### config.mk
export PLATFORM = sky130hd
export DESIGN_NAME = actmon_bank
export DESIGN_NICKNAME = d
export VERILOG_FILES = /design/src/rtl/actmon_pkg.sv /design/src/rtl/actmon_reg_decode.sv /design/src/rtl/actmon_enable_bank.sv /design/src/rtl/actmon_counter.sv /design/src/rtl/actmon_readmux.sv /design/src/rtl/actmon_bank.sv
export SDC_FILE = /design/constraint.sdc
export NUM_CORES = 1
export LEC_CHECK = 0
export BUFFER_PORTS_ARGS = -buffer_cell sky130_fd_sc_hd__buf_2
export CORE_ASPECT_RATIO = 1.5
export CORE_MARGIN = 5
export CORE_UTILIZATION = 30
export DETAILED_ROUTE_END_ITERATION = 10
export HOLD_SLACK_MARGIN = 0.1
export PLACE_DENSITY_LB_ADDON = 0.25
export SLEW_MARGIN = 25
export SYNTH_ARGS = -nofsm -noshare
export SYNTH_HDL_FRONTEND = slang
export SYNTH_SLANG_ARGS = --single-unit
export TNS_END_PERCENT = 30
### constraint.sdc
create_clock -name clk -period 2.3 [get_ports clk]
set_clock_uncertainty 0.05 [all_clocks]
set_input_delay 0.115 -clock clk [delete_from_list [all_inputs] [get_ports clk]]
set_output_delay 0.115 -clock clk [all_outputs]
set_load 0.005 [all_outputs]
### src/rtl/actmon_pkg.sv
package actmon_pkg;

    localparam int unsigned REG_W   = 64;
    localparam int unsigned NUM_CTR = 4;
    localparam int unsigned IDX_W   = $clog2(NUM_CTR);
    localparam int unsigned RAZ_LO  = NUM_CTR;
    localparam int unsigned RAZ_HI  = 15;

    typedef enum logic {
        VIEW_SET = 1'b0,
        VIEW_CLR = 1'b1
    } view_e;

    typedef struct packed {
        logic             sel;
        logic             wr;
        view_e            view;
        logic [REG_W-1:0] wdata;
    } reg_req_t;

    typedef struct packed {
        logic [NUM_CTR-1:0] set_m;
        logic [NUM_CTR-1:0] clr_m;
    } en_upd_t;

    function automatic logic [REG_W-1:0] pack_enables(input logic [NUM_CTR-1:0] en);
        logic [REG_W-1:0] r;
        r = '0;
        r[NUM_CTR-1:0] = en;
        return r;
    endfunction

endpackage

### src/rtl/actmon_reg_decode.sv
module actmon_reg_decode
    import actmon_pkg::*;
(
    input  reg_req_t req,
    output en_upd_t  upd,
    output logic     rd_active
);
    logic wr_hit;

    always_comb begin
        wr_hit    = req.sel && req.wr;
        rd_active = req.sel && !req.wr;
        upd.set_m = '0;
        upd.clr_m = '0;
        if (wr_hit) begin
            if (req.view == VIEW_SET) begin
                upd.set_m = req.wdata[NUM_CTR-1:0];
            end else begin
                upd.clr_m = req.wdata[NUM_CTR-1:0];
            end
        end
    end
endmodule

### src/rtl/actmon_enable_bank.sv
module actmon_enable_bank
    import actmon_pkg::*;
(
    input  logic               clk,
    input  logic               rst,
    input  en_upd_t            upd,
    output logic [NUM_CTR-1:0] en_q
);
    always_ff @(posedge clk) begin
        if (rst) begin
            en_q <= '0;
        end else begin
            // clearing takes precedence over setting the same bit
            en_q <= (en_q | upd.set_m) & ~upd.clr_m;
        end
    end
endmodule

### src/rtl/actmon_counter.sv
module actmon_counter #(
    parameter int unsigned CTR_W = 64
) (
    input  logic             clk,
    input  logic             rst,
    input  logic             inc,
    output logic [CTR_W-1:0] cnt_q
);
    always_ff @(posedge clk) begin
        if (rst) begin
            cnt_q <= '0;
        end else if (inc) begin
            cnt_q <= cnt_q + CTR_W'(1);
        end
    end
endmodule

### src/rtl/actmon_readmux.sv
module actmon_readmux
    import actmon_pkg::*;
#(
    parameter int unsigned CTR_W = 64
) (
    input  logic                          rd_active,
    input  logic [NUM_CTR-1:0]            en_q,
    input  logic [NUM_CTR-1:0][CTR_W-1:0] cnt_q,
    input  logic [IDX_W-1:0]              idx,
    output logic [REG_W-1:0]              rdata,
    output logic [63:0]                   ctr_value
);
    always_comb begin
        rdata = rd_active ? pack_enables(en_q) : '0;
        ctr_value = '0;
        ctr_value[CTR_W-1:0] = cnt_q[idx];
    end
endmodule

### src/rtl/actmon_bank.sv
module actmon_bank
    import actmon_pkg::*;
#(
    parameter int unsigned CTR_W = 64
) (
    input  logic        clk,
    input  logic        rst,
    input  logic        reg_sel,
    input  logic        reg_wr,
    input  logic        reg_view,
    input  logic [63:0] reg_wdata,
    output logic [63:0] reg_rdata,
    input  logic [3:0]  evt_in,
    input  logic [1:0]  ctr_idx,
    output logic [63:0] ctr_value
);
    reg_req_t                      req;
    en_upd_t                       upd;
    logic                          rd_active;
    logic [NUM_CTR-1:0]            en_q;
    logic [NUM_CTR-1:0][CTR_W-1:0] cnt_q;

    always_comb begin
        req.sel   = reg_sel;
        req.wr    = reg_wr;
        req.view  = view_e'(reg_view);
        req.wdata = reg_wdata;
    end

    actmon_reg_decode u_dec (
        .req       (req),
        .upd       (upd),
        .rd_active (rd_active)
    );

    actmon_enable_bank u_en (
        .clk  (clk),
        .rst  (rst),
        .upd  (upd),
        .en_q (en_q)
    );

    for (genvar i = 0; i < NUM_CTR; i++) begin : g_ctr
        actmon_counter #(.CTR_W(CTR_W)) u_cnt (
            .clk   (clk),
            .rst   (rst),
            .inc   (en_q[i] && evt_in[i]),
            .cnt_q (cnt_q[i])
        );
    end

    actmon_readmux #(.CTR_W(CTR_W)) u_mux (
        .rd_active (rd_active),
        .en_q      (en_q),
        .cnt_q     (cnt_q),
        .idx       (ctr_idx),
        .rdata     (reg_rdata),
        .ctr_value (ctr_value)
    );
endmodule

==> impl_results.rst, run 1 <==
.. list-table::
   :header-rows: 1

   * - Metric
     - Value
   * - Seq. cell area
     - 5209 um2
   * - Outcome
     - completed
   * - Final setup fails
     - 0
   * - HPWL after detailed placement
     - 37450 um
   * - Number of max-slew violations in the final report
     - 0
   * - Cell depth of the worst hold path
     - 3
   * - Vias per std cell
     - 5.364
   * - Highest fanout seen on the critical path
     - 14
   * - Distinct cells, synth
     - 47
   * - Unrepaired setup endpoints after global routing
     - false
   * - Via count
     - 13.18k
   * - Cell type with the largest total area after synthesis
     - dfxtp_1
   * - Max rail drop VDD
     - 0.0006010 V
   * - Placement-stage worst setup slack
     - 0.04379 ns
   * - Latest clock arrival within the worst-skew pair
     - 0.57 ns
   * - Maximum buffer depth of the clock tree
     - 3
   * - Detail-routed net length per standard cell
     - 19.66 um
   * - Post-synth top flop
     - dfxtp_1
   * - Area of the mapped netlist
     - 14190 um2
   * - PortBufs
     - 82
   * - Critical Path End Type
     - flop
   * - Class of the tightest hold or removal check
     - input pin to flop
   * - Effective utilization at floorplan
     - 0.3036
   * - Slew of the pin with the lowest slew margin
     - 0.6746 ns
   * - Clock root buffer master
     - clkbuf_16
   * - Instance area after placement
     - 16190 um2
   * - Routability Congestion
     - 0.8746
   * - Maximum achievable frequency
     - 0.4574 GHz
   * - Worst setup SP type
     - flop
   * - Cell count after synthesis
     - 1618
   * - Signed area change from the synthesized netlist to the final layout
     - 22.83%
   * - Share of the cycle needed by the critical path after routing
     - 0.9505
   * - Mean Syn Cell Area
     - 8.768 um2
   * - Top cells by area in the synthesized netlist
     - dfxtp_1 (37%), mux4_2 (9.8%), nand4_1 (5.2%), xor2_1 (5.2%), nor2_1 (5.0%)
   * - Number of iterations in the first detailed-routing pass
     - 5
   * - Number of warnings reported in the yosys synthesis log
     - 0
   * - Depth of the CTS H-tree
     - 1
   * - Final-report hold violation count
     - 0
   * - Sequential cell area fraction in the yosys report
     - 0.3669
   * - Data arrival, critical path
     - 2.64 ns
   * - Max-cap violations
     - 0
   * - CTS Sinks
     - 260
   * - R2R depth
     - 7
   * - Critical Setup Path Class
     - flop to flop
   * - Share of Yosys cell area claimed by the top area cell type
     - 0.3669
   * - CTS tree
     - done
   * - Area of combinational cells with multiple inputs
     - 8394 um2
   * - Detailed router's first-iteration violation count
     - 844
   * - Routed wire length
     - 48300 um
   * - Number of core rows
     - 97
   * - Number of enable flip-flop cells after synthesis
     - 0
   * - Fillers
     - 4782
   * - Horiz. Die Dim
     - 187.6 um
   * - Maximum number of pins on one net before global-route repair
     - 82
   * - Core ar.
     - 46730 um2
   * - Detail Route Antenna Nets
     - 0
   * - Net count of the finished layout
     - 1919
   * - Max-Slew Margin vs Limit
     - 0.5503
   * - Least setup slack across all paths after layout
     - 0.1138 ns
   * - Global routing usage summed across all routing layers
     - 0.1772
   * - Time the worst path needs with I/O delays and setup
     - 2.186 ns
   * - First-pass GRT wire length
     - 73330 um
   * - Aggregate global routing overflow
     - 0
   * - Chip Height
     - 276.3 um
   * - Vias in the first global route
     - 12.56k
   * - Antenna fix cells
     - 0
   * - Power per cell area
     - 561.1 nW/um2
   * - Total leakage power
     - 6.206 nW
   * - Clock transition at the registers of the reported paths
     - 0.06 ns
   * - Asr flop ratio synth
     - 0
   * - Die footprint
     - 51830 um2
   * - Num CTS Buffers
     - 29
   * - Final instance area
     - 17430 um2
   * - Initial antenna violation count
     - 0
   * - Layout cells sized above 1
     - 0.2131
   * - Post-synthesis register bit count
     - 260
   * - Number of remaining DRC errors
     - 0
   * - TNS Setup
     - 0 ns
   * - Required time reported for the critical path endpoint
     - 2.75 ns
   * - # IOs
     - 203
final cells by class:
class / instances / share of cell area
timing repair buffer: 261 / 0.1117
sequential: 260 / 0.2989
tap: 594 / 0.04265
clock inverter: 14 / 0.01027
multi-input combinational: 1254 / 0.4817
clock buffer: 40 / 0.04746
inverter: 34 / 0.007323
cell families (layout without fill, tap and decap cells):
kind of cell,after synthesis,after routing,share of synthesized area
buf+inv,163,349,0.06085
mux,67,67,0.1044
xor+xnor,136,136,0.08396
other cells,1,60,0.0002643
simple gates,753,753,0.2911
compound gates,234,234,0.08899
fa+ha+maj,4,4,0.003528
flops,260,260,0.3669
cells in the mapped netlist (25+ instances only):
cell type,instances
dfxtp_1,260
nor3_1,25
or4_1,26
nand2_1,101
nand3_1,86
a21oi_1,116
xnor2_1,52
inv_1,34
mux4_2,62
buf_4,60
nand4_1,119
nor2_1,188
or3_1,84
xor2_1,84
clkbuf_1,53
o21ai_0,87
stage by stage:
step / total power, W / cells / hold WS (ns) / util
floorplan: 0.004881 / 1677 / 0.1747 / -
global placement: 0.004904 / 2385 / 0.2940 / 0.3466
detailed placement: 0.004907 / 2385 / 0.2931 / 0.3466
CTS: 0.009928 / 2454 / 0.2560 / 0.3713
global route: 0.01012 / 2457 / 0.2961 / 0.3730
finish: 0.009778 / 2457 / 0.3008 / 0.3730
flip-flops by register name, indices dropped and copies added, names as in the netlist:
name,flops
g_ctr.u_cnt.cnt_q,256
u_en.en_q,4
layer usage:
metal	track usage	part of all wire	routed length (um)
met3	0.02322	0.050	2429
met5	0	0	0
met2	0.3236	0.51	24720
met4	0.07985	0.048	2307
met1	0.2051	0.39	18840
critical path, stage by stage (launching register included):
cell and delay, ns:
dfxtp_1 0.34, nand4_1 0.28, nor4_4 0.32, buf_6 0.19
nand4_1 0.10, buf_4 0.21, or4_1 0.47, a21oi_1 0.15
final timing paths:
kind | from | endpoint | slack [ns]
worst max register to register | g_ctr[1].u_cnt.cnt_q[22]$_SDFFE_PP0P_ | g_ctr[1].u_cnt.cnt_q[60]$_SDFFE_PP0P_ | 0.11
worst min register to register | g_ctr[0].u_cnt.cnt_q[59]$_SDFFE_PP0P_ | g_ctr[0].u_cnt.cnt_q[59]$_SDFFE_PP0P_ | 0.45
worst min-delay path | reg_view | u_en.en_q[0]$_SDFF_PP0_ | 0.30
worst max-delay path | g_ctr[1].u_cnt.cnt_q[22]$_SDFFE_PP0P_ | g_ctr[1].u_cnt.cnt_q[60]$_SDFFE_PP0P_ | 0.11
layout by cell type (no fill, tap or decap), types with 26 or more instances in the layout:
cell / netlist / routed
dfxtp_1: 260 / 257
nor2_1: 188 / 188
buf_4: 60 / 153
nand4_1: 119 / 119
a21oi_1: 116 / 116
nand2_1: 101 / 101
o21ai_0: 87 / 87
nand3_1: 86 / 86
xor2_1: 84 / 84
or3_1: 84 / 84
buf_2: 5 / 80
mux4_2: 62 / 62
conb_1: 1 / 60
xnor2_1: 52 / 52
inv_1: 34 / 34
clkbuf_16: 0 / 29
or4_1: 26 / 26
what timing repair did:
item                                    4_1_cts  5_1_grt
buffers inserted                              0        3
endpoints found under the hold margin        63        0
resized for setup                             0       13
endpoints found under the setup margin        0       18
hold buffers                                 15        0
report_power, final:
part	switching [W]	internal [W]	total, W
clock network	0.00200	0.00295	0.00495
registers	0.00000752	0.00451	0.00452
logic	0.000198	0.000111	0.000308
(Power assumes the default switching activity.)
==> run 2, diff against run 1 <==
--- a/config.mk
+++ b/config.mk
@@ -5,6 +5,7 @@
 export SDC_FILE = /design/constraint.sdc
 export NUM_CORES = 1
 export LEC_CHECK = 0
+export ABC_AREA = 1
 export BUFFER_PORTS_ARGS = -buffer_cell sky130_fd_sc_hd__buf_2
 export CORE_ASPECT_RATIO = 1.5
 export CORE_MARGIN = 5
==> impl_results.rst, run 2 <==
.. list-table::
   :header-rows: 1

   * - Metric
     - Value
   * - Number of max-slew violations in the final report
     - 0 (unchanged)
   * - Via count
     - 18.59k (was 13.18k)
   * - Int Power
     - 0.007919 W (was 0.007572 W)
   * - Number of flip-flops in the largest register
     - 256 (unchanged)
   * - Highest fanout seen on the critical path
     - 5 (was 14)
   * - Clock transition at the registers of the reported paths
     - 0.06 ns (about the same)
   * - Commonest cells after routing, fill and taps aside
     - nor2_1 (652), nand2_1 (636), inv_1 (315) (was dfxtp_1 (257), nor2_1 (188), buf_4 (153))
   * - Maximum buffer depth of the clock tree
     - 3 (unchanged)
   * - Most flops, register
     - g_ctr.u_cnt.cnt_q (unchanged)
   * - Switching Power
     - 0.002697 W (was 0.002205 W)
   * - Detail Route Antenna Nets
     - 0 (unchanged)
   * - Vias in the first global route
     - 17.40k (was 12.56k)
   * - Detailed router's first-iteration violation count
     - 1546 (was 844)
   * - Class of the tightest hold or removal check
     - input pin to flop (unchanged)
   * - Core ar.
     - 56760 um2 (was 46730 um2)
   * - HPWL after detailed placement
     - 55140 um (was 37450 um)
   * - Effective utilization at floorplan
     - 0.3031 (was 0.3036)
   * - Worst setup SP type
     - flop (unchanged)
   * - Maximum number of pins on one net before global-route repair
     - 98 (was 82)
   * - Post-synthesis register bit count
     - 260 (unchanged)
   * - Latest clock arrival within the worst-skew pair
     - 0.59 ns (was 0.57 ns)
   * - Depth of the CTS H-tree
     - 1 (unchanged)
   * - Global routing usage summed across all routing layers
     - 0.2144 (was 0.1772)
   * - Critical Path End Type
     - primary output (was flop)
   * - Most common cell in the netlist
     - nor2_1 (was dfxtp_1)
   * - Number of warnings reported in the yosys synthesis log
     - 0 (unchanged)
   * - Slew of the pin with the lowest slew margin
     - 0.6876 ns (was 0.6746 ns)
   * - Power per cell area
     - 541.7 nW/um2 (was 561.1 nW/um2)
   * - Number of iterations in the first detailed-routing pass
     - 6 (was 5)
   * - Power share of the sequential group
     - 0.426 (was 0.462)
   * - Routability Congestion
     - 0.9775 (was 0.8746)
   * - Antenna fix cells
     - 0 (unchanged)
   * - Clock root buffer master
     - clkbuf_16 (unchanged)
   * - First-pass GRT wire length
     - 103100 um (was 73330 um)
   * - Time the worst path needs with I/O delays and setup
     - 2.290 ns (was 2.186 ns)
   * - Unrepaired setup endpoints after global routing
     - false (unchanged)
   * - Post-synth top flop
     - dfxtp_1 (unchanged)
   * - Top cells by area in the synthesized netlist
     - dfxtp_1 (30%), nor2_1 (14%), nand2_1 (14%), inv_1 (7.0%), a21oi_1 (5.9%) (was dfxtp_1 (37%), mux4_2 (9.8%), nand4_1 (5.2%), xor2_1 (5.2%), nor2_1 (5.0%))
   * - Net count of the finished layout
     - 3078 (was 1919)
   * - Layout cells sized above 1
     - 0.08005 (was 0.2131)
   * - Final setup fails
     - 0 (unchanged)
   * - Cell type with the largest total area after synthesis
     - dfxtp_1 (unchanged)
   * - Share of the cycle needed by the critical path after routing
     - 0.9955 (was 0.9505)
   * - Sequential cell area fraction in the yosys report
     - 0.3025 (was 0.3669)
   * - Fillers
     - 6474 (was 4782)
   * - Most common cell after layout, fill and taps aside
     - nor2_1 (was dfxtp_1)
   * - Chip Height
     - 303.3 um (was 276.3 um)
   * - Combinational power share
     - 0.071 (was 0.032)
   * - Max-cap violations
     - 0 (unchanged)
   * - Share of total power in the clock network
     - 0.503 (was 0.507)
   * - Net Sw Frac
     - 0.2541 (was 0.2256)
   * - Distinct cells, synth
     - 42 (was 47)
   * - CTS tree
     - done (unchanged)
   * - Signed area change from the synthesized netlist to the final layout
     - 13.89% (was 22.83%)
   * - Routed wire length
     - 68840 um (was 48300 um)
   * - Outcome
     - completed (unchanged)
   * - Die footprint
     - 62350 um2 (was 51830 um2)
   * - Seq. cell area
     - 5205 um2 (was 5209 um2)
   * - Initial antenna violation count
     - 0 (unchanged)
   * - Least setup slack across all paths after layout
     - 0.01044 ns (was 0.1138 ns)
   * - Final-report hold violation count
     - 0 (unchanged)
   * - Asr flop ratio synth
     - 0 (unchanged)
   * - Area of combinational cells with multiple inputs
     - 10270 um2 (was 8394 um2)
   * - CTS Sinks
     - 260 (unchanged)
   * - Num CTS Buffers
     - 31 (was 29)
   * - Maximum achievable frequency
     - 0.4368 GHz (was 0.4574 GHz)
   * - Share of Yosys cell area claimed by the top area cell type
     - 0.3025 (was 0.3669)
   * - Detail-routed net length per standard cell
     - 18.18 um (was 19.66 um)
   * - Vias per std cell
     - 4.911 (was 5.364)
   * - Registers with the most flip-flops
     - g_ctr.u_cnt.cnt_q: 256 flops, u_en.en_q: 4 flops (unchanged)
   * - PortBufs
     - 82 (unchanged)
   * - Number of enable flip-flop cells after synthesis
     - 0 (unchanged)
   * - Cell count after synthesis
     - 2916 (was 1618)
   * - Placement-stage worst setup slack
     - 0.2253 ns (was 0.04379 ns)
   * - Max rail drop VDD
     - 0.0005852 V (was 0.0006010 V)
   * - Mean Syn Cell Area
     - 5.901 um2 (was 8.768 um2)
   * - Max-Slew Margin vs Limit
     - 0.5368 (was 0.5503)
   * - Number of core rows
     - 107 (was 97)
   * - # IOs
     - 203 (unchanged)
   * - Critical Setup Path Class
     - flop to primary output (was flop to flop)
   * - Most used standard cells in the synthesized netlist
     - nor2_1 (652), nand2_1 (636), inv_1 (319) (was dfxtp_1 (260), nor2_1 (188), nand4_1 (119))
   * - TNS Setup
     - 0 ns (unchanged)
   * - Data arrival, critical path
     - 2.12 ns (was 2.64 ns)
   * - Total leakage power
     - 6.945 nW (was 6.206 nW)
   * - Horiz. Die Dim
     - 205.6 um (was 187.6 um)
   * - Number of remaining DRC errors
     - 0 (unchanged)
   * - Area of the mapped netlist
     - 17210 um2 (was 14190 um2)
   * - Required time reported for the critical path endpoint
     - 2.13 ns (was 2.75 ns)
   * - Aggregate global routing overflow
     - 0 (unchanged)
run 2: cell types whose count changed in the layout (fill, tap and decap cells not counted), sizes merged, moves of 63 or more:
cell and delta:
inv +287, nand2 +551, nand3 +96, nor2 +512, buf -132, or3 -88
a21oi +88, mux4 -64, xor2 -63, o21ai +114
run 2: repair_timing:
action | in CTS | in global routing
gates resized for setup | 1 | 1
setup buffers | 0 | 0
hold buffers | 13 | 0
setup endpoints to repair | 1 | 1
pin swaps | 0 | 0
endpoints found under the hold margin | 96 | 0
run 2: kinds of logic (layout without fill, tap and decap cells):
| group | after synthesis | count (layout) | synth area share |
|---|---|---|---|
| other | 1 | 60 | 0.0002179 |
| adder cells (fa/ha/maj) | 4 | 4 | 0.002909 |
| flip-flops | 260 | 260 | 0.3025 |
| AO/OA/AOI/OAI | 463 | 463 | 0.1410 |
| buffers and inverters | 455 | 503 | 0.1134 |
| AND/OR/NAND/NOR | 1700 | 1700 | 0.4233 |
| XOR/XNOR | 33 | 33 | 0.01680 |
run 2: area by class of cell:
type	instances	share of cell area
Clock buffer	42	0.04424
Clock inverter	15	0.01073
Inverter	320	0.06167
Multi-Input combinational cell	2260	0.5242
Sequential cell	260	0.2656
Tap cell	763	0.04871
Timing Repair Buffer	126	0.04482
run 2: metal layers:
| metal | global-route usage | up-vias | wire length, um |
|---|---|---|---|
| li1 | - | 9466 | - |
| met5 | 0 | - | 0 |
| met3 | 0.01770 | 148 | 3216 |
| met2 | 0.3749 | 584 | 32720 |
| met4 | 0.1149 | 0 | 4339 |
| met1 | 0.2604 | 8394 | 28560 |
run 2: power by group through the flow:
stage / Combinational (W) / Sequential, W / Clock (W)
floorplan: 0.000447 / 0.00462 / 0
global placement: 0.000732 / 0.00462 / 0
detailed placement: 0.000733 / 0.00462 / 0
CTS: 0.000754 / 0.00452 / 0.00550
global route: 0.000813 / 0.00452 / 0.00564
finish: 0.000752 / 0.00452 / 0.00534
run 2: metrics by stage:
step / power (W) / area, um2 / util / hold WS, ns / instances
after floorplan: 0.005066 / 17430 / - / 0.2830 / 2975
after global placement: 0.005356 / 18390 / 0.3240 / 0.4023 / 3716
after detailed placement: 0.005357 / 18390 / 0.3240 / 0.3997 / 3716
after CTS: 0.01078 / 19600 / 0.3452 / 0.1682 / 3786
after global routing: 0.01098 / 19600 / 0.3452 / 0.2600 / 3786
final: 0.01062 / 19600 / 0.3452 / 0.1942 / 3786
run 2: worst max-delay path, stage by stage (launching register included):
cell and delay, ns:
dfxtp_1 0.40, inv_1 0.10, a21oi_1 0.20, o21ai_0 0.28, o21ai_1 0.35, buf_2 0.20
run 2: worst paths after layout:
path | slack [ns] | from | to | cells past startpoint
max | 0.01 | g_ctr[2].u_cnt.cnt_q[58]$_SDFFE_PP0P_ | ctr_value[58] | 5
max reg2reg | 0.27 | u_en.en_q[2]$_SDFF_PP0_ | g_ctr[2].u_cnt.cnt_q[43]$_SDFFE_PP0P_ | 8
min | 0.19 | evt_in[0] | g_ctr[0].u_cnt.cnt_q[1]$_SDFFE_PP0P_ | 4
min reg2reg | 0.45 | g_ctr[0].u_cnt.cnt_q[9]$_SDFFE_PP0P_ | g_ctr[0].u_cnt.cnt_q[9]$_SDFFE_PP0P_ | 2
